===== src/rtl/adc_scan_pkg.sv =====
package adc_scan_pkg;

    localparam int WORD_W = 16;

    typedef enum logic [1:0] {
        SQ_IDLE,
        SQ_WAKE,
        SQ_CONV
    } seq_state_t;

    typedef enum logic [1:0] {
        PH_CMD,
        PH_WDATA,
        PH_RDATA,
        PH_SKIP
    } ser_phase_t;

    typedef struct packed {
        logic       temp;
        logic       single;
        logic [2:0] chan;
    } scan_req_t;

    function automatic scan_req_t decode_scan(input logic [7:0] b);
        scan_req_t r;
        r.temp   = b[6];
        r.single = b[5];
        r.chan   = b[2:0];
        return r;
    endfunction

    function automatic logic [WORD_W-1:0] stub_chan(input logic [2:0] ch);
        return WORD_W'(37) + WORD_W'(ch) * WORD_W'(100);
    endfunction

    function automatic logic [WORD_W-1:0] stub_temp(input logic [11:0] code);
        return {4'b0000, code};
    endfunction

endpackage


===== src/rtl/adc_fifo.sv =====
module adc_fifo #(
    parameter int DEPTH = 16,
    parameter int W     = 16
) (
    input  logic         clk,
    input  logic         rst,
    input  logic         flush,
    input  logic         push,
    input  logic [W-1:0] wdata,
    input  logic         pop,
    output logic [W-1:0] rdata,
    output logic         empty,
    output logic         full
);
    localparam int AW = $clog2(DEPTH);

    logic [W-1:0]  mem [DEPTH];
    logic [AW-1:0] wptr, rptr;
    logic [AW:0]   count;
    logic          do_push, do_pop;

    assign empty   = (count == '0);
    assign full    = (count == (AW+1)'(DEPTH));
    assign rdata   = mem[rptr];
    assign do_push = push & ~full;
    assign do_pop  = pop & ~empty;

    always_ff @(posedge clk) begin
        if (do_push) mem[wptr] <= wdata;
    end

    always_ff @(posedge clk) begin
        if (rst || flush) begin
            wptr  <= '0;
            rptr  <= '0;
            count <= '0;
        end else begin
            if (do_push) wptr <= wptr + 1'b1;
            if (do_pop)  rptr <= rptr + 1'b1;
            case ({do_push, do_pop})
                2'b10:   count <= count + 1'b1;
                2'b01:   count <= count - 1'b1;
                default: count <= count;
            endcase
        end
    end

    // flushing at scan start keeps a full scan within the queue
    assert_no_overflow_R9: assert property (@(posedge clk) disable iff (rst)
        push |-> !full);

    assert_count_range_R8: assert property (@(posedge clk) disable iff (rst)
        count <= (AW+1)'(DEPTH));

endmodule


===== src/rtl/adc_ser_port.sv =====
module adc_ser_port
    import adc_scan_pkg::*;
(
    input  logic              clk,
    input  logic              rst,
    input  logic              cs_n,
    input  logic              sclk,
    input  logic              mosi,
    output logic              miso,
    output logic              underflow,
    output logic              cs_fall,
    output logic              scan_go,
    output scan_req_t         scan_req,
    output logic              fifo_pop,
    input  logic              fifo_empty,
    input  logic [WORD_W-1:0] fifo_rdata
);
    logic              sclk_q, cs_q;
    logic              s_rise, s_fall;
    ser_phase_t        phase;
    logic [3:0]        bit_cnt;
    logic [7:0]        in_sr, in_next;
    logic [WORD_W-1:0] out_sr;
    logic              load_pend, aux_sel;
    logic [7:0]        aux_q;
    logic              udf_q, go_q;
    scan_req_t         req_q;
    logic              do_load;

    assign s_rise   = ~cs_n & sclk & ~sclk_q;
    assign s_fall   = ~cs_n & ~sclk & sclk_q;
    assign cs_fall  = cs_q & ~cs_n;
    assign in_next  = {in_sr[6:0], mosi};
    assign do_load  = s_fall & load_pend;
    assign fifo_pop = do_load & ~aux_sel & ~fifo_empty;

    assign miso      = out_sr[WORD_W-1];
    assign underflow = udf_q;
    assign scan_go   = go_q;
    assign scan_req  = req_q;

    always_ff @(posedge clk) begin
        if (rst) begin
            sclk_q    <= 1'b1;
            cs_q      <= 1'b1;
            phase     <= PH_CMD;
            bit_cnt   <= '0;
            in_sr     <= '0;
            out_sr    <= '0;
            load_pend <= 1'b0;
            aux_sel   <= 1'b0;
            aux_q     <= '0;
            udf_q     <= 1'b0;
            go_q      <= 1'b0;
            req_q     <= '0;
        end else begin
            sclk_q <= sclk;
            cs_q   <= cs_n;
            go_q   <= 1'b0;
            if (cs_fall) udf_q <= 1'b0;
            if (cs_n) begin
                phase     <= PH_CMD;
                bit_cnt   <= '0;
                load_pend <= 1'b0;
            end else begin
                if (s_rise) begin
                    in_sr   <= in_next;
                    bit_cnt <= bit_cnt + 1'b1;
                    case (phase)
                        PH_CMD: begin
                            if (bit_cnt[2:0] == 3'd7) begin
                                bit_cnt <= '0;
                                if (in_next[7]) begin
                                    go_q  <= 1'b1;
                                    req_q <= decode_scan(in_next);
                                    phase <= PH_SKIP;
                                end else if (in_next[6]) begin
                                    phase <= PH_WDATA;
                                end else begin
                                    phase     <= PH_RDATA;
                                    aux_sel   <= in_next[5];
                                    load_pend <= 1'b1;
                                end
                            end
                        end
                        PH_WDATA: begin
                            if (bit_cnt[2:0] == 3'd7) begin
                                aux_q   <= in_next;
                                bit_cnt <= '0;
                                phase   <= PH_SKIP;
                            end
                        end
                        PH_RDATA: begin
                            if (bit_cnt == 4'd15) load_pend <= 1'b1;
                            else                  out_sr    <= out_sr << 1;
                        end
                        default: ;
                    endcase
                end
                if (do_load) begin
                    load_pend <= 1'b0;
                    if (aux_sel)         out_sr <= {8'h00, aux_q};
                    else if (fifo_empty) out_sr <= '0;
                    else                 out_sr <= fifo_rdata;
                    if (!aux_sel && fifo_empty) udf_q <= 1'b1;
                end
            end
        end
    end

    // an empty-queue frame raises underflow on the next cycle
    assert_udf_on_empty_R8: assert property (@(posedge clk) disable iff (rst)
        (do_load && !aux_sel && fifo_empty) |=> underflow);

    // a command is a single-cycle pulse
    assert_go_pulse_R1: assert property (@(posedge clk) disable iff (rst)
        scan_go |=> !scan_go);

endmodule


===== src/rtl/adc_seq.sv =====
module adc_seq
    import adc_scan_pkg::*;
#(
    parameter int          NUM_CH    = 8,
    parameter int          PWR_CYC   = 16,
    parameter int          CONV_CYC  = 24,
    parameter logic [11:0] TEMP_CODE = 12'hC35
) (
    input  logic              clk,
    input  logic              rst,
    input  logic              scan_go,
    input  scan_req_t         scan_req,
    input  logic              cs_fall,
    output logic              push,
    output logic [WORD_W-1:0] push_data,
    output logic              flush,
    output logic              pwr,
    output logic              eoc_n
);
    localparam int         CNT_MAX = (PWR_CYC > CONV_CYC) ? PWR_CYC : CONV_CYC;
    localparam int         CNT_W   = $clog2(CNT_MAX + 1);
    localparam logic [2:0] MAX_CH  = 3'(NUM_CH - 1);

    seq_state_t        st;
    logic [CNT_W-1:0]  cnt;
    logic              temp_pend, fin_q, eoc_q;
    logic [2:0]        cur_ch, end_ch, req_end;
    logic              push_q, flush_q;
    logic [WORD_W-1:0] data_q;

    assign req_end   = (scan_req.chan > MAX_CH) ? MAX_CH : scan_req.chan;
    assign push      = push_q;
    assign push_data = data_q;
    assign flush     = flush_q;
    assign pwr       = (st != SQ_IDLE);
    assign eoc_n     = ~eoc_q;

    always_ff @(posedge clk) begin
        if (rst) begin
            st        <= SQ_IDLE;
            cnt       <= '0;
            temp_pend <= 1'b0;
            cur_ch    <= '0;
            end_ch    <= '0;
            fin_q     <= 1'b0;
            eoc_q     <= 1'b0;
            push_q    <= 1'b0;
            flush_q   <= 1'b0;
            data_q    <= '0;
        end else begin
            push_q  <= 1'b0;
            flush_q <= 1'b0;
            fin_q   <= 1'b0;
            if (cs_fall) eoc_q <= 1'b0;
            if (fin_q)   eoc_q <= 1'b1;
            case (st)
                SQ_IDLE: begin
                    if (scan_go) begin
                        st        <= SQ_WAKE;
                        cnt       <= '0;
                        temp_pend <= scan_req.temp;
                        end_ch    <= req_end;
                        cur_ch    <= scan_req.single ? req_end : 3'd0;
                        flush_q   <= 1'b1;
                    end
                end
                SQ_WAKE: begin
                    if (cnt == CNT_W'(PWR_CYC - 1)) begin
                        st  <= SQ_CONV;
                        cnt <= '0;
                    end else begin
                        cnt <= cnt + 1'b1;
                    end
                end
                SQ_CONV: begin
                    if (cnt == CNT_W'(CONV_CYC - 1)) begin
                        cnt    <= '0;
                        push_q <= 1'b1;
                        if (temp_pend) begin
                            temp_pend <= 1'b0;
                            data_q    <= stub_temp(TEMP_CODE);
                        end else begin
                            data_q <= stub_chan(cur_ch);
                            if (cur_ch == end_ch) begin
                                st    <= SQ_IDLE;
                                fin_q <= 1'b1;
                            end else begin
                                cur_ch <= cur_ch + 1'b1;
                            end
                        end
                    end else begin
                        cnt <= cnt + 1'b1;
                    end
                end
                default: st <= SQ_IDLE;
            endcase
        end
    end

    // the converter is never powered while the done flag is low
    assert_pwr_eoc_R1: assert property (@(posedge clk) disable iff (rst)
        pwr |-> eoc_n);

    // the done flag only returns high on a chip-select fall
    assert_eoc_hold_R5: assert property (@(posedge clk) disable iff (rst)
        (!eoc_n && !cs_fall) |=> !eoc_n);

    // a command during a scan leaves the scan's range untouched
    assert_busy_ignore_R6: assert property (@(posedge clk) disable iff (rst)
        (scan_go && st != SQ_IDLE) |=> $stable(end_ch));

    // temperature is always pushed before any channel result
    assert_temp_first_R3: assert property (@(posedge clk) disable iff (rst)
        (st == SQ_CONV && temp_pend) |-> (cur_ch == 3'd0 || cur_ch == end_ch));

endmodule


===== src/rtl/adc_scan_seq.sv =====
module adc_scan_seq
    import adc_scan_pkg::*;
#(
    parameter int          NUM_CH     = 8,
    parameter int          FIFO_DEPTH = 16,
    parameter int          PWR_CYC    = 16,
    parameter int          CONV_CYC   = 24,
    parameter logic [11:0] TEMP_CODE  = 12'hC35
) (
    input  logic clk,
    input  logic rst,
    input  logic cs_n,
    input  logic sclk,
    input  logic mosi,
    output logic miso,
    output logic eoc_n,
    output logic adc_pwr,
    output logic underflow
);
    logic              cs_fall, scan_go;
    scan_req_t         scan_req;
    logic              fifo_pop, fifo_empty, fifo_full;
    logic [WORD_W-1:0] fifo_rdata;
    logic              push, flush;
    logic [WORD_W-1:0] push_data;

    adc_ser_port u_ser (
        .clk        (clk),
        .rst        (rst),
        .cs_n       (cs_n),
        .sclk       (sclk),
        .mosi       (mosi),
        .miso       (miso),
        .underflow  (underflow),
        .cs_fall    (cs_fall),
        .scan_go    (scan_go),
        .scan_req   (scan_req),
        .fifo_pop   (fifo_pop),
        .fifo_empty (fifo_empty),
        .fifo_rdata (fifo_rdata)
    );

    adc_seq #(
        .NUM_CH    (NUM_CH),
        .PWR_CYC   (PWR_CYC),
        .CONV_CYC  (CONV_CYC),
        .TEMP_CODE (TEMP_CODE)
    ) u_seq (
        .clk       (clk),
        .rst       (rst),
        .scan_go   (scan_go),
        .scan_req  (scan_req),
        .cs_fall   (cs_fall),
        .push      (push),
        .push_data (push_data),
        .flush     (flush),
        .pwr       (adc_pwr),
        .eoc_n     (eoc_n)
    );

    adc_fifo #(
        .DEPTH (FIFO_DEPTH),
        .W     (WORD_W)
    ) u_fifo (
        .clk   (clk),
        .rst   (rst),
        .flush (flush),
        .push  (push),
        .wdata (push_data),
        .pop   (fifo_pop),
        .rdata (fifo_rdata),
        .empty (fifo_empty),
        .full  (fifo_full)
    );

    // results are in the queue by the time the done flag falls
    assert_eoc_data_R4: assert property (@(posedge clk) disable iff (rst)
        $fell(eoc_n) |-> !fifo_empty);

    // a flush never coincides with a full queue being pushed
    assert_flush_push_R9: assert property (@(posedge clk) disable iff (rst)
        flush |-> !push);

endmodule


===== config.mk =====
export PLATFORM = sky130hd
export DESIGN_NAME = adc_scan_seq
export DESIGN_NICKNAME = d
export VERILOG_FILES = /design/src/rtl/adc_scan_pkg.sv /design/src/rtl/adc_fifo.sv /design/src/rtl/adc_ser_port.sv /design/src/rtl/adc_seq.sv /design/src/rtl/adc_scan_seq.sv
export SDC_FILE = /design/constraint.sdc
export NUM_CORES = 1
export LEC_CHECK = 0
export ABC_AREA = 1
export BUFFER_PORTS_ARGS = -buffer_cell sky130_fd_sc_hd__buf_4
export CORE_ASPECT_RATIO = 0.5
export CORE_MARGIN = 2
export CORE_UTILIZATION = 35
export DETAILED_ROUTE_END_ITERATION = 10
export PLACE_DENSITY = 0.46
export SYNTH_ARGS = -nofsm -noshare
export SYNTH_HDL_FRONTEND = slang
export SYNTH_SLANG_ARGS = --single-unit

===== constraint.sdc =====
create_clock -name clk -period 3.4 [get_ports clk]
set_input_delay 0.17 -clock clk [delete_from_list [all_inputs] [get_ports clk]]
set_output_delay 0.17 -clock clk [all_outputs]
set_load 0.005 [all_outputs]

==> results of run 1 <==
layout make-up:
type,instances,area share (%)
repair buffers,31,1.98
clock inverters,8,1.38
well taps,432,4.23
multi-input cells,704,28.0
inverters,77,2.30
flip-flops and latches,270,56.2
clock buffers,40,5.98
per-layer routing:
metal	wire length (µm)	vias up
met3	1340	30
met4	409	0
met5	0	-
met1	13600	3734
li1	-	3820
met2	11400	126
final timing paths:
| check | startpoint | endpoint | depth (start not counted) |
|---|---|---|---|
| worst max-delay path | sclk | u_fifo.count[4] | 19 |
| worst max register to register | u_ser.sclk_q | u_fifo.count[4] | 16 |
| worst min-delay path | rst | u_seq.push_data[6] | 2 |
| worst min register to register | u_seq.fin_q | u_seq.eoc_q | 2 |
power by group through the flow:
| stage | Combinational (W) | Clock (W) | Sequential (W) |
|---|---|---|---|
| CTS | 0.000206 | 0.00324 | 0.00348 |
| global placement | 0.000201 | 0 | 0.00355 |
| floorplan | 0.000147 | 0 | 0.00355 |
| detailed placement | 0.000202 | 0 | 0.00355 |
| global route | 0.000238 | 0.00336 | 0.00348 |
| finish | 0.000204 | 0.00314 | 0.00348 |
sequential cells by signal, summed over array words and instances (netlist names), 2 cells and up, named ones only:
name,cells
u_fifo.count,5
u_fifo.mem,176
u_fifo.rptr,4
u_fifo.wptr,4
u_seq.cnt,5
u_seq.cur_ch,3
u_seq.end_ch,3
u_seq.push_data,11
u_seq.st,2
u_ser.aux_q,8
u_ser.bit_cnt,4
u_ser.in_sr,7
u_ser.out_sr,16
u_ser.phase,2
u_ser.scan_req,5
cell families after synthesis:
group	after synthesis	synth area share [%]
xor+xnor	14	1.08
compound gates	265	13.2
flops	270	63.4
fa+ha+maj	25	2.77
buf+inv	127	5.01
simple gates	400	14.5
synthesized netlist by cell type, types with 4 or more instances:
| master | n |
|---|---|
| sky130_fd_sc_hd__inv_2 | 9 |
| sky130_fd_sc_hd__nor2_1 | 215 |
| sky130_fd_sc_hd__dfxtp_1 | 94 |
| sky130_fd_sc_hd__o211ai_1 | 40 |
| sky130_fd_sc_hd__buf_2 | 16 |
| sky130_fd_sc_hd__inv_1 | 66 |
| sky130_fd_sc_hd__xnor2_1 | 10 |
| sky130_fd_sc_hd__nand3_1 | 52 |
| sky130_fd_sc_hd__nand4_1 | 5 |
| sky130_fd_sc_hd__nand2_1 | 111 |
| sky130_fd_sc_hd__o21ai_0 | 114 |
| sky130_fd_sc_hd__edfxtp_1 | 176 |
| sky130_fd_sc_hd__xor2_1 | 4 |
| sky130_fd_sc_hd__buf_4 | 4 |
| sky130_fd_sc_hd__clkbuf_1 | 21 |
| sky130_fd_sc_hd__nand2_2 | 5 |
| sky130_fd_sc_hd__buf_6 | 6 |
| sky130_fd_sc_hd__o21ai_1 | 34 |
| sky130_fd_sc_hd__ha_1 | 25 |
| sky130_fd_sc_hd__a21oi_1 | 58 |
| sky130_fd_sc_hd__a211oi_2 | 5 |
metrics by stage:
step                instances  setup slack, ns
floorplan                1101             1.02
global placement         1511            0.685
detailed placement       1511            0.675
CTS                      1562            0.682
global route             1562            0.447
finish                   1562            0.669
what timing repair did:
item,CTS,global route
endpoints found under the setup margin,0,0
hold endpoints to repair,6,0
hold buffers,3,0
==> insert_results.sql, run 1 <==
INSERT INTO impl_metrics (metric_group, metric, value, unit) VALUES
('finish', 'footprint_of_the_multi_input_gates', '3570', 'µm²'),
('routing', 'final_antenna_net_count', '0', ''),
('critical_path', 'worst_path_max_delay_cell', 'sky130_fd_sc_hd__dlygate4sd3_1', ''),
('critical_path', 'crit_fanout', '16', ''),
('finish', 'design_area', '12800', 'µm²'),
('global_routing', 'grt_busiest_layer', 'met2', ''),
('synthesis', 'ys_seq_elements', '270', ''),
('timing', 'max_clock_freq', '0.366', 'GHz'),
('critical_path', 'worstPathArrival', '3.16', 'ns'),
('global_routing', 'pin_count_of_the_biggest_net_entering_global_routing', '89', ''),
('clock_network', 'cts.sinks', '270', ''),
('synthesis', 'post_synthesis_cell_count', '1101', ''),
('synthesis', 'synth_warnings', '0', ''),
('timing', 'clock-skew-final', '0.0317', 'ns'),
('routing', 'detailedRoute.firstPassIterationCount', '5', ''),
('synthesis', 'syn-mean-instance-area', '10.3', 'µm²'),
('synthesis', 'synth-async-reset-ratio', '0', '%'),
('power', 'comb_power_share', '3.0', '%'),
('clock_network', 'post-cts-setup-buffer-count', '0', ''),
('die', 'design.portCount', '9', ''),
('power', 'power.share.switching', '20.0', '%'),
('status', 'status', 'finished, final reports clean', ''),
('timing', 'timing.hold.ws', '0.0250', 'ns'),
('finish', 'sequential_cell_area', '7170', 'µm²'),
('critical_path', 'critical_path.cell_chain', 'dlygate4sd3_1 -> buf_4 -> inv_1 -> nand4_1 -> nor2_2 -> nand2_2 -> inv_2 -> ha_1 -> xor2_1 -> ha_1 -> inv_1 -> nand2_1 -> nand2_1 -> o21ai_1 -> a21oi_1 -> o21ai_0 -> nand2_1 -> nand2_1 -> nor2_1', ''),
('clock_network', 'post_cts_resized', '0', ''),
('global_routing', 'initial_antenna_violation_count', '0', ''),
('routing', 'post_route_drc', '0', ''),
('global_routing', 'first_global_vias', '7384', ''),
('timing', 'rsz0062_at_grt', 'false', ''),
('power', 'vdd_drop_max', '0.292', 'mV'),
('critical_path', 'path_delay_family', 'buffers and inverters', ''),
('power', 'leakagePower', '4.54', 'nW'),
('finish', 'layout.filler_cells', '3081', ''),
('power', 'power_internal', '0.00546', 'W'),
('power', 'net-switching-power', '0.00137', 'W'),
('synthesis', 'synth-edff-count', '176', ''),
('clock_network', 'cts_tree', 'yes', ''),
('die', 'initial_core_util', '35.6', '%'),
('timing', 'setup_tns', '0', 'ns'),
('die', 'floorplan.die.width', '258', 'µm'),
('finish', 'final_layout_size_suffix_gt1_share', '8.58', '%'),
('finish', 'mostFrequentLayoutCell', 'sky130_fd_sc_hd__nor2_1', ''),
('place', 'placed_cell_area', '11800', 'µm²'),
('timing', 'period_needed', '2.73', 'ns'),
('critical_path', 'timing_worst_setup_path_type', 'input pin to flip-flop', ''),
('clock_network', 'ctsHtreeMaxLevel', '1', ''),
('clock_network', 'root_buffer', 'sky130_fd_sc_hd__clkbuf_16', ''),
('finish', 'final_util', '40.3', '%'),
('die', 'die-height', '131', 'µm'),
('critical_path', 'largest_stage_delay_worst_path', '0.54', 'ns'),
('timing', 'timing.final.max_slew_violations', '0', ''),
('routing', 'drtIter0Drc', '529', ''),
('synthesis', 'ys_types', '42', ''),
('critical_path', 'r2r_slack', '0.73', 'ns'),
('run', 'max_capacitance_violation_count', '0', ''),
('critical_path', 'endpoint_kind', 'flip-flop', ''),
('synthesis', 'synthesis.nets', '1131', ''),
('synthesis', 'netlist_area', '11300', 'µm²'),
('power', 'seqPwrFrac', '51.0', '%'),
('clock_network', 'clockBufferDepth', '3', ''),
('worst_hold_path', 'min_path_type', 'input pin to flip-flop', ''),
('clock_network', 'clk_pin_slew_worst_paths', '0.06', 'ns'),
('die', 'core-area', '31700', 'µm²'),
('die', 'num_rows', '46', ''),
('timing', 'maxSlewHeadroom', '26.7', '%'),
('global_routing', 'grt_util_met2', '25.5', '%'),
('synthesis', 'yosys-top-cells-area', 'sky130_fd_sc_hd__edfxtp_1 47%, sky130_fd_sc_hd__dfxtp_1 17%, sky130_fd_sc_hd__nor2_1 7.1%, sky130_fd_sc_hd__o21ai_0 5.0%, sky130_fd_sc_hd__nand2_1 3.7%', ''),
('timing', 'finalHoldViolCount', '0', ''),
('global_routing', 'overflow', '0', ''),
('critical_path', 'cp.buffers_inverters', '5', '');
(Power assumes the default switching activity.)
==> run 2: changes to the inputs <==
- clock period: 3.4 -> 2.53 ns (I/O delays scaled with it)
==> run 2 against run 1 <==
Sequential power grew 34%. Die area did not move. Flip-flop and latch count is the same. Clock skew fell by 0.019 ns. Clock power up 17%. Critical path type is now flip-flop to flip-flop. Non-clock buffer count increased by 17. Setup slack got worse by 0.48 ns. Total power increased by 26%.
==> insert_results.sql, run 2 (same netlist as run 1, synthesis figures left out) <==
INSERT INTO impl_metrics (metric_group, metric, value, unit) VALUES
('power', 'fin_total_pwr', '0.00862', 'W'),
('die', 'floorplan.die.width', '258', 'µm'),
('clock_network', 'root_buffer', 'sky130_fd_sc_hd__clkbuf_16', ''),
('finish', 'design_area', '12800', 'µm²'),
('timing', 'final-setup-viol-count', '0', ''),
('routing', 'routedWlPerCell', '17.2', 'µm'),
('power', 'leakagePower', '4.54', 'nW'),
('critical_path', 'ff2ff_path_depth', '16', ''),
('finish', 'footprint_of_the_multi_input_gates', '3610', 'µm²'),
('routing', 'wl_met1', '13700', 'µm'),
('finish', 'mostFrequentLayoutCell', 'sky130_fd_sc_hd__nor2_1', ''),
('timing', 'max_slew.worst_pin.slew', '1.06', 'ns'),
('critical_path', 'worstPathArrival', '2.77', 'ns'),
('routing', 'met2WireLength', '11800', 'µm'),
('global_routing', 'grt_pass1_wl', '43100', 'µm'),
('finish', 'area.growth.synth_to_final', '13.2', '%'),
('routing', 'overall_via_count_from_detail_route', '7771', ''),
('finish', 'sequential_cell_area', '7170', 'µm²'),
('critical_path', 'critPathLaunchType', 'flip-flop', ''),
('critical_path', 'r2r_end', 'u_fifo.count[4]', ''),
('power', 'vdd_drop_max', '0.454', 'mV'),
('die', 'die-height', '131', 'µm'),
('critical_path', 'crit_start', 'u_fifo.count[0]', ''),
('timing', 'max_clock_freq', '0.428', 'GHz'),
('status', 'status', 'finished, final reports clean', ''),
('finish', 'mostFrequentLayoutCells', '213 x sky130_fd_sc_hd__nor2_1, 176 x sky130_fd_sc_hd__edfxtp_1, 114 x sky130_fd_sc_hd__o21ai_0', ''),
('finish', 'number_of_flip_flops_in_the_largest_register', '176', ''),
('die', 'initial_core_util', '35.6', '%'),
('critical_path', 'r2r_slack', '0.19', 'ns'),
('place', 'place.detailed.hpwl', '17500', 'µm'),
('routing', 'routed-wl-met3', '1220', 'µm'),
('routing', 'finalWirelength', '27200', 'µm'),
('timing', 'maxSlewHeadroom', '29.1', '%'),
('critical_path', 'worst_setup_path_end', 'u_fifo.count[4]', ''),
('finish', 'nNetsFinal', '1157', ''),
('critical_path', 'required_time_worst_endpoint', '2.96', 'ns'),
('finish', 'num_antenna_cells', '0', ''),
('clock_network', 'cts_tree', 'yes', ''),
('global_routing', 'first_global_vias', '7427', ''),
('timing', 'layout_worst_path_cycle_share', '92.4', '%'),
('critical_path', 'crit_fanout', '6', ''),
('place', 'gp_congestion', '0.806', ''),
('timing', 'clock-skew-final', '0.0127', 'ns'),
('routing', 'final_antenna_net_count', '0', ''),
('timing', 'timing.hold.ws', '0.376', 'ns'),
('global_routing', 'pin_count_of_the_biggest_net_entering_global_routing', '53', ''),
('place', 'port_buffers', '8', ''),
('timing', 'period_needed', '2.34', 'ns'),
('critical_path', 'reg2reg_from', 'u_fifo.count[0]', ''),
('clock_network', 'clk_pin_slew_worst_paths', '0.07', 'ns'),
('routing', 'viasPerCell', '4.93', ''),
('routing', 'detailedRoute.firstPassIterationCount', '5', ''),
('timing', 'timing.final.max_slew_violations', '0', ''),
('global_routing', 'grt.total_usage', '16.4', '%'),
('routing', 'dr.max_layer_used', 'met4', ''),
('run', 'max_capacitance_violation_count', '0', ''),
('clock_network', 'cts-buffers-inserted', '26', ''),
('place', 'placed_cell_area', '11900', 'µm²'),
('timing', 'setup_tns', '0', 'ns'),
('die', 'design.portCount', '9', ''),
('die', 'dieArea', '33800', 'µm²'),
('clock_network', 'cts.sinks', '270', ''),
('clock_network', 'ctsHtreeMaxLevel', '1', ''),
('die', 'core-area', '31700', 'µm²'),
('finish', 'final_util', '40.3', '%'),
('routing', 'drtIter0Drc', '452', ''),
('global_routing', 'initial_antenna_violation_count', '0', ''),
('finish', 'layout.filler_cells', '3093', ''),
('finish', 'registers.top_by_ff_count', 'u_fifo.mem', ''),
('timing', 'finalHoldViolCount', '0', ''),
('finish', 'final_layout_size_suffix_gt1_share', '9.44', '%'),
('die', 'num_rows', '46', ''),
('routing', 'post_route_drc', '0', ''),
('clock_network', 'clockBufferDepth', '3', ''),
('critical_path', 'endpoint_kind', 'flip-flop', ''),
('worst_hold_path', 'min_path_type', 'input pin to flip-flop', ''),
('power', 'power_density', '674', 'nW/µm²'),
('global_routing', 'overflow', '0', ''),
('clock_network', 'clk-insertion-delay-late', '0.54', 'ns'),
('critical_path', 'timing_worst_setup_path_type', 'flip-flop to flip-flop', '');
run 2: how the worst min path moves through the flow:
stage	from	endpoint	slack, ns	depth (start not counted)
3_5_place_dp	sclk	u_ser.sclk_q	0.37	3
3_3_place_gp	sclk	u_ser.sclk_q	0.36	3
5_1_grt	sclk	u_ser.sclk_q	0.37	4
2_1_floorplan	mosi	u_ser.in_sr[0]	0.26	2
6_report	sclk	u_ser.sclk_q	0.38	4
4_1_cts	sclk	u_ser.sclk_q	0.36	4
run 2: critical path, cell delays in order, from the launching register on:
cell                      delay, ns
sky130_fd_sc_hd__dfxtp_1       0.33
sky130_fd_sc_hd__inv_1         0.09
sky130_fd_sc_hd__nand4_1       0.14
sky130_fd_sc_hd__or2_2         0.34
sky130_fd_sc_hd__nand2_4       0.11
sky130_fd_sc_hd__ha_4          0.15
sky130_fd_sc_hd__xor2_2        0.16
sky130_fd_sc_hd__ha_1          0.17
sky130_fd_sc_hd__inv_1         0.04
sky130_fd_sc_hd__nand2_1       0.10
sky130_fd_sc_hd__nand2_1       0.10
sky130_fd_sc_hd__o21ai_2       0.15
sky130_fd_sc_hd__a21oi_1       0.07
sky130_fd_sc_hd__o21ai_0       0.11
sky130_fd_sc_hd__nand2_1       0.08
sky130_fd_sc_hd__nand2_1       0.06
sky130_fd_sc_hd__nor2_1        0.03
run 2: layout make-up:
type / instances / area share (%)
clock buffers: 37 / 5.58
multi-input cells: 704 / 28.2
flip-flops and latches: 270 / 56.0
clock inverters: 8 / 0.450
well taps: 432 / 4.23
inverters: 77 / 2.30
repair buffers: 48 / 3.19
run 2: report_power, final:
part	switching [W]	total (W)	internal (W)
logic	0.000179	0.000278	0.0000984
registers	0.0000235	0.00468	0.00466
clock network	0.00161	0.00366	0.00205
total	0.00182	0.00862	0.00680
run 2: repair_timing:
action                                  in CTS  in global routing
hold endpoints to repair                    22                  0
endpoints found under the setup margin       0                  2
gates resized for setup                      0                  9
setup buffers                                0                  3
hold buffers                                 4                  0
run 2: per-layer routing:
metal,track usage (%),up-vias
li1,-,3856
met1,24.1,3744
met2,26.0,140
met3,2.56,31
met4,3.20,0
met5,0,-
run 2: stage by stage:
stage,setup slack (ns),instances
after floorplan,0.149,1101
after global placement,0.213,1524
after detailed placement,0.117,1524
after CTS,0.103,1573
after global routing,-0.00790,1576
final,0.193,1576
==> run 3: changes to the inputs <==
- PLACE_DENSITY: 0.46 -> not set
==> run 3 against run 2 <==
Clock skew is 0.0025 ns lower. Sequential share of layout area decreased by 0.11 points. Sequential power barely moved. Total power grew 2.1%. Fmax down 1.1%. Critical path type unchanged.
==> insert_results.sql, run 3 (same netlist as run 1, synthesis figures left out) <==
INSERT INTO impl_metrics (metric_group, metric, value, unit) VALUES
('clock_network', 'cts_tree', 'yes', ''),
('critical_path', 'critPathLaunchType', 'flip-flop', ''),
('routing', 'overall_via_count_from_detail_route', '7820', ''),
('place', 'gp_congestion', '0.816', ''),
('timing', 'setup_tns', '0', 'ns'),
('critical_path', 'endpoint_kind', 'flip-flop', ''),
('routing', 'routedWlPerCell', '16.7', 'µm'),
('critical_path', 'critical_path.cell_chain', 'inv_2 -> nand4_1 -> or2_2 -> nand2_2 -> ha_4 -> xor2_2 -> ha_1 -> inv_1 -> nand2_1 -> nand2_1 -> o21ai_1 -> a21oi_1 -> o21ai_0 -> nand2_1 -> nand2_1 -> nor2_1', ''),
('die', 'core-area', '31700', 'µm²'),
('critical_path', 'path_delay_family', 'simple AND/OR/NAND/NOR gates', ''),
('die', 'design.portCount', '9', ''),
('clock_network', 'ctsHtreeMaxLevel', '1', ''),
('timing', 'timing.hold.ws', '0.387', 'ns'),
('clock_network', 'clockBufferDepth', '3', ''),
('routing', 'finalWirelength', '26200', 'µm'),
('global_routing', 'met1_usage', '20.6', '%'),
('global_routing', 'overflow', '0', ''),
('power', 'power_density', '687', 'nW/µm²'),
('critical_path', 'ff2ff_path_depth', '16', ''),
('power', 'vdd_drop_max', '0.521', 'mV'),
('worst_hold_path', 'min_delay_path_depth', '4', ''),
('clock_network', 'clk_pin_slew_worst_paths', '0.06', 'ns'),
('die', 'dieArea', '33800', 'µm²'),
('global_routing', 'pin_count_of_the_biggest_net_entering_global_routing', '89', ''),
('routing', 'final_antenna_net_count', '0', ''),
('finish', 'final_layout_size_suffix_gt1_share', '9.54', '%'),
('global_routing', 'grt.total_usage', '15.4', '%'),
('die', 'initial_core_util', '35.6', '%'),
('routing', 'viasPerCell', '4.97', ''),
('critical_path', 'depth_of_the_critical_timing_path_with_buffers_and_inverters_included', '16', ''),
('worst_hold_path', 'min_path_type', 'input pin to flip-flop', ''),
('timing', 'final-setup-viol-count', '0', ''),
('timing', 'finalHoldViolCount', '0', ''),
('global_routing', 'grt_util_met2', '26.8', '%'),
('place', 'placement_stage_worst_setup_slack', '0.152', 'ns'),
('critical_path', 'timing_worst_setup_path_type', 'flip-flop to flip-flop', ''),
('global_routing', 'initial_antenna_violation_count', '0', ''),
('routing', 'post_route_drc', '0', ''),
('finish', 'area.growth.synth_to_final', '13.4', '%'),
('critical_path', 'crit_fanout', '6', ''),
('global_routing', 'global_route.usage.met3', '2.50', '%'),
('timing', 'maxSlewHeadroom', '46.8', '%'),
('finish', 'num_antenna_cells', '0', ''),
('run', 'max_capacitance_violation_count', '0', ''),
('finish', 'registers.top_by_ff_count', 'u_fifo.mem', ''),
('status', 'status', 'finished, final reports clean', ''),
('critical_path', 'worstPathArrival', '2.79', 'ns'),
('timing', 'layout_worst_path_cycle_share', '93.3', '%'),
('global_routing', 'grt_pass1_wl', '41000', 'µm'),
('routing', 'detailedRoute.firstPassIterationCount', '5', ''),
('clock_network', 'clk-insertion-delay-late', '0.54', 'ns'),
('clock_network', 'cts.sinks', '270', ''),
('timing', 'timing.final.max_slew_violations', '0', ''),
('finish', 'mostFrequentLayoutCells', '214 x sky130_fd_sc_hd__nor2_1, 176 x sky130_fd_sc_hd__edfxtp_1, 114 x sky130_fd_sc_hd__o21ai_0', ''),
('place', 'place.detailed.hpwl', '16400', 'µm'),
('critical_path', 'required_time_worst_endpoint', '2.96', 'ns'),
('clock_network', 'root_buffer', 'sky130_fd_sc_hd__clkbuf_16', ''),
('finish', 'mostFrequentLayoutCell', 'sky130_fd_sc_hd__nor2_1', ''),
('die', 'floorplan.die.width', '258', 'µm'),
('timing', 'max_clock_freq', '0.423', 'GHz'),
('critical_path', 'largest_stage_delay_worst_path', '0.37', 'ns'),
('timing', 'clock-skew-final', '0.0102', 'ns'),
('timing', 'fin_ws', '0.168', 'ns'),
('power', 'leakagePower', '4.57', 'nW'),
('critical_path', 'worst_path_most_repeated_cell', 'sky130_fd_sc_hd__nand2_1', ''),
('timing', 'max_slew.worst_pin.slew', '0.798', 'ns'),
('die', 'die-height', '131', 'µm'),
('place', 'port_buffers', '8', ''),
('finish', 'nNetsFinal', '1154', ''),
('clock_network', 'cts-buffers-inserted', '27', ''),
('timing', 'period_needed', '2.36', 'ns'),
('routing', 'drtIter0Drc', '540', ''),
('finish', 'number_of_flip_flops_in_the_largest_register', '176', ''),
('global_routing', 'first_global_vias', '7351', ''),
('critical_path', 'worst_path_max_delay_cell', 'sky130_fd_sc_hd__dfxtp_1', ''),
('critical_path', 'cp.buffers_inverters', '2', ''),
('global_routing', 'grt_busiest_layer', 'met2', ''),
('die', 'num_rows', '46', '');
run 3: timing repair:
| action | CTS | global route |
|---|---|---|
| resized for setup | 0 | 4 |
| endpoints found under the setup margin | 0 | 1 |
| hold endpoints to repair | 24 | 0 |
| hold buffers | 4 | 0 |
| buffers inserted | 0 | 1 |
run 3: layout make-up:
cell class / instances / area (µm²)
fillers: 3068 / 18900
flip-flops and latches: 270 / 7170
multi-input cells: 704 / 3590
clock buffers: 37 / 764
well taps: 432 / 541
repair buffers: 44 / 365
inverters: 77 / 294
clock inverters: 11 / 88.8
run 3: worst paths after layout:
check	start	end	slack [ns]
setup / recovery	u_fifo.count[1]	u_fifo.count[4]	0.17
hold / removal	sclk	u_ser.sclk_q	0.39
hold reg to reg	u_ser.aux_q[1]	u_ser.aux_q[1]	0.45
setup reg to reg	u_fifo.count[1]	u_fifo.count[4]	0.17
run 3: worst reg2reg max path: cells and delay by family (launching register included):
kind / cells / cell delay [ns]
and+or+nand+nor: 8 / 0.87
buffers and inverters: 2 / 0.13
DFF: 1 / 0.37
xor gates and xnor gates: 1 / 0.19
adders and majority gates: 2 / 0.34
AOI/OAI and AO/OA: 3 / 0.35
run 3: stage by stage:
step                utilization, %  area, µm²  cells  total power (W)
global route                  40.4      12800   1575          0.00911
finish                        40.4      12800   1575          0.00880
detailed placement            37.5      11900   1522          0.00505
floorplan                        -      11300   1101          0.00497
global placement              37.5      11900   1522          0.00504
CTS                           40.3      12800   1574          0.00889
run 3: report_power, final:
group	internal [W]	switching, W
clock network	0.00221	0.00164
logic	0.0000957	0.000177
registers	0.00466	0.0000236
run 3: routing by layer:
layer | up-vias | wire (µm)
met4 | 0 | 359
li1 | 3853 | -
met3 | 28 | 1550
met2 | 199 | 12700
met1 | 3740 | 11700
met5 | - | 0
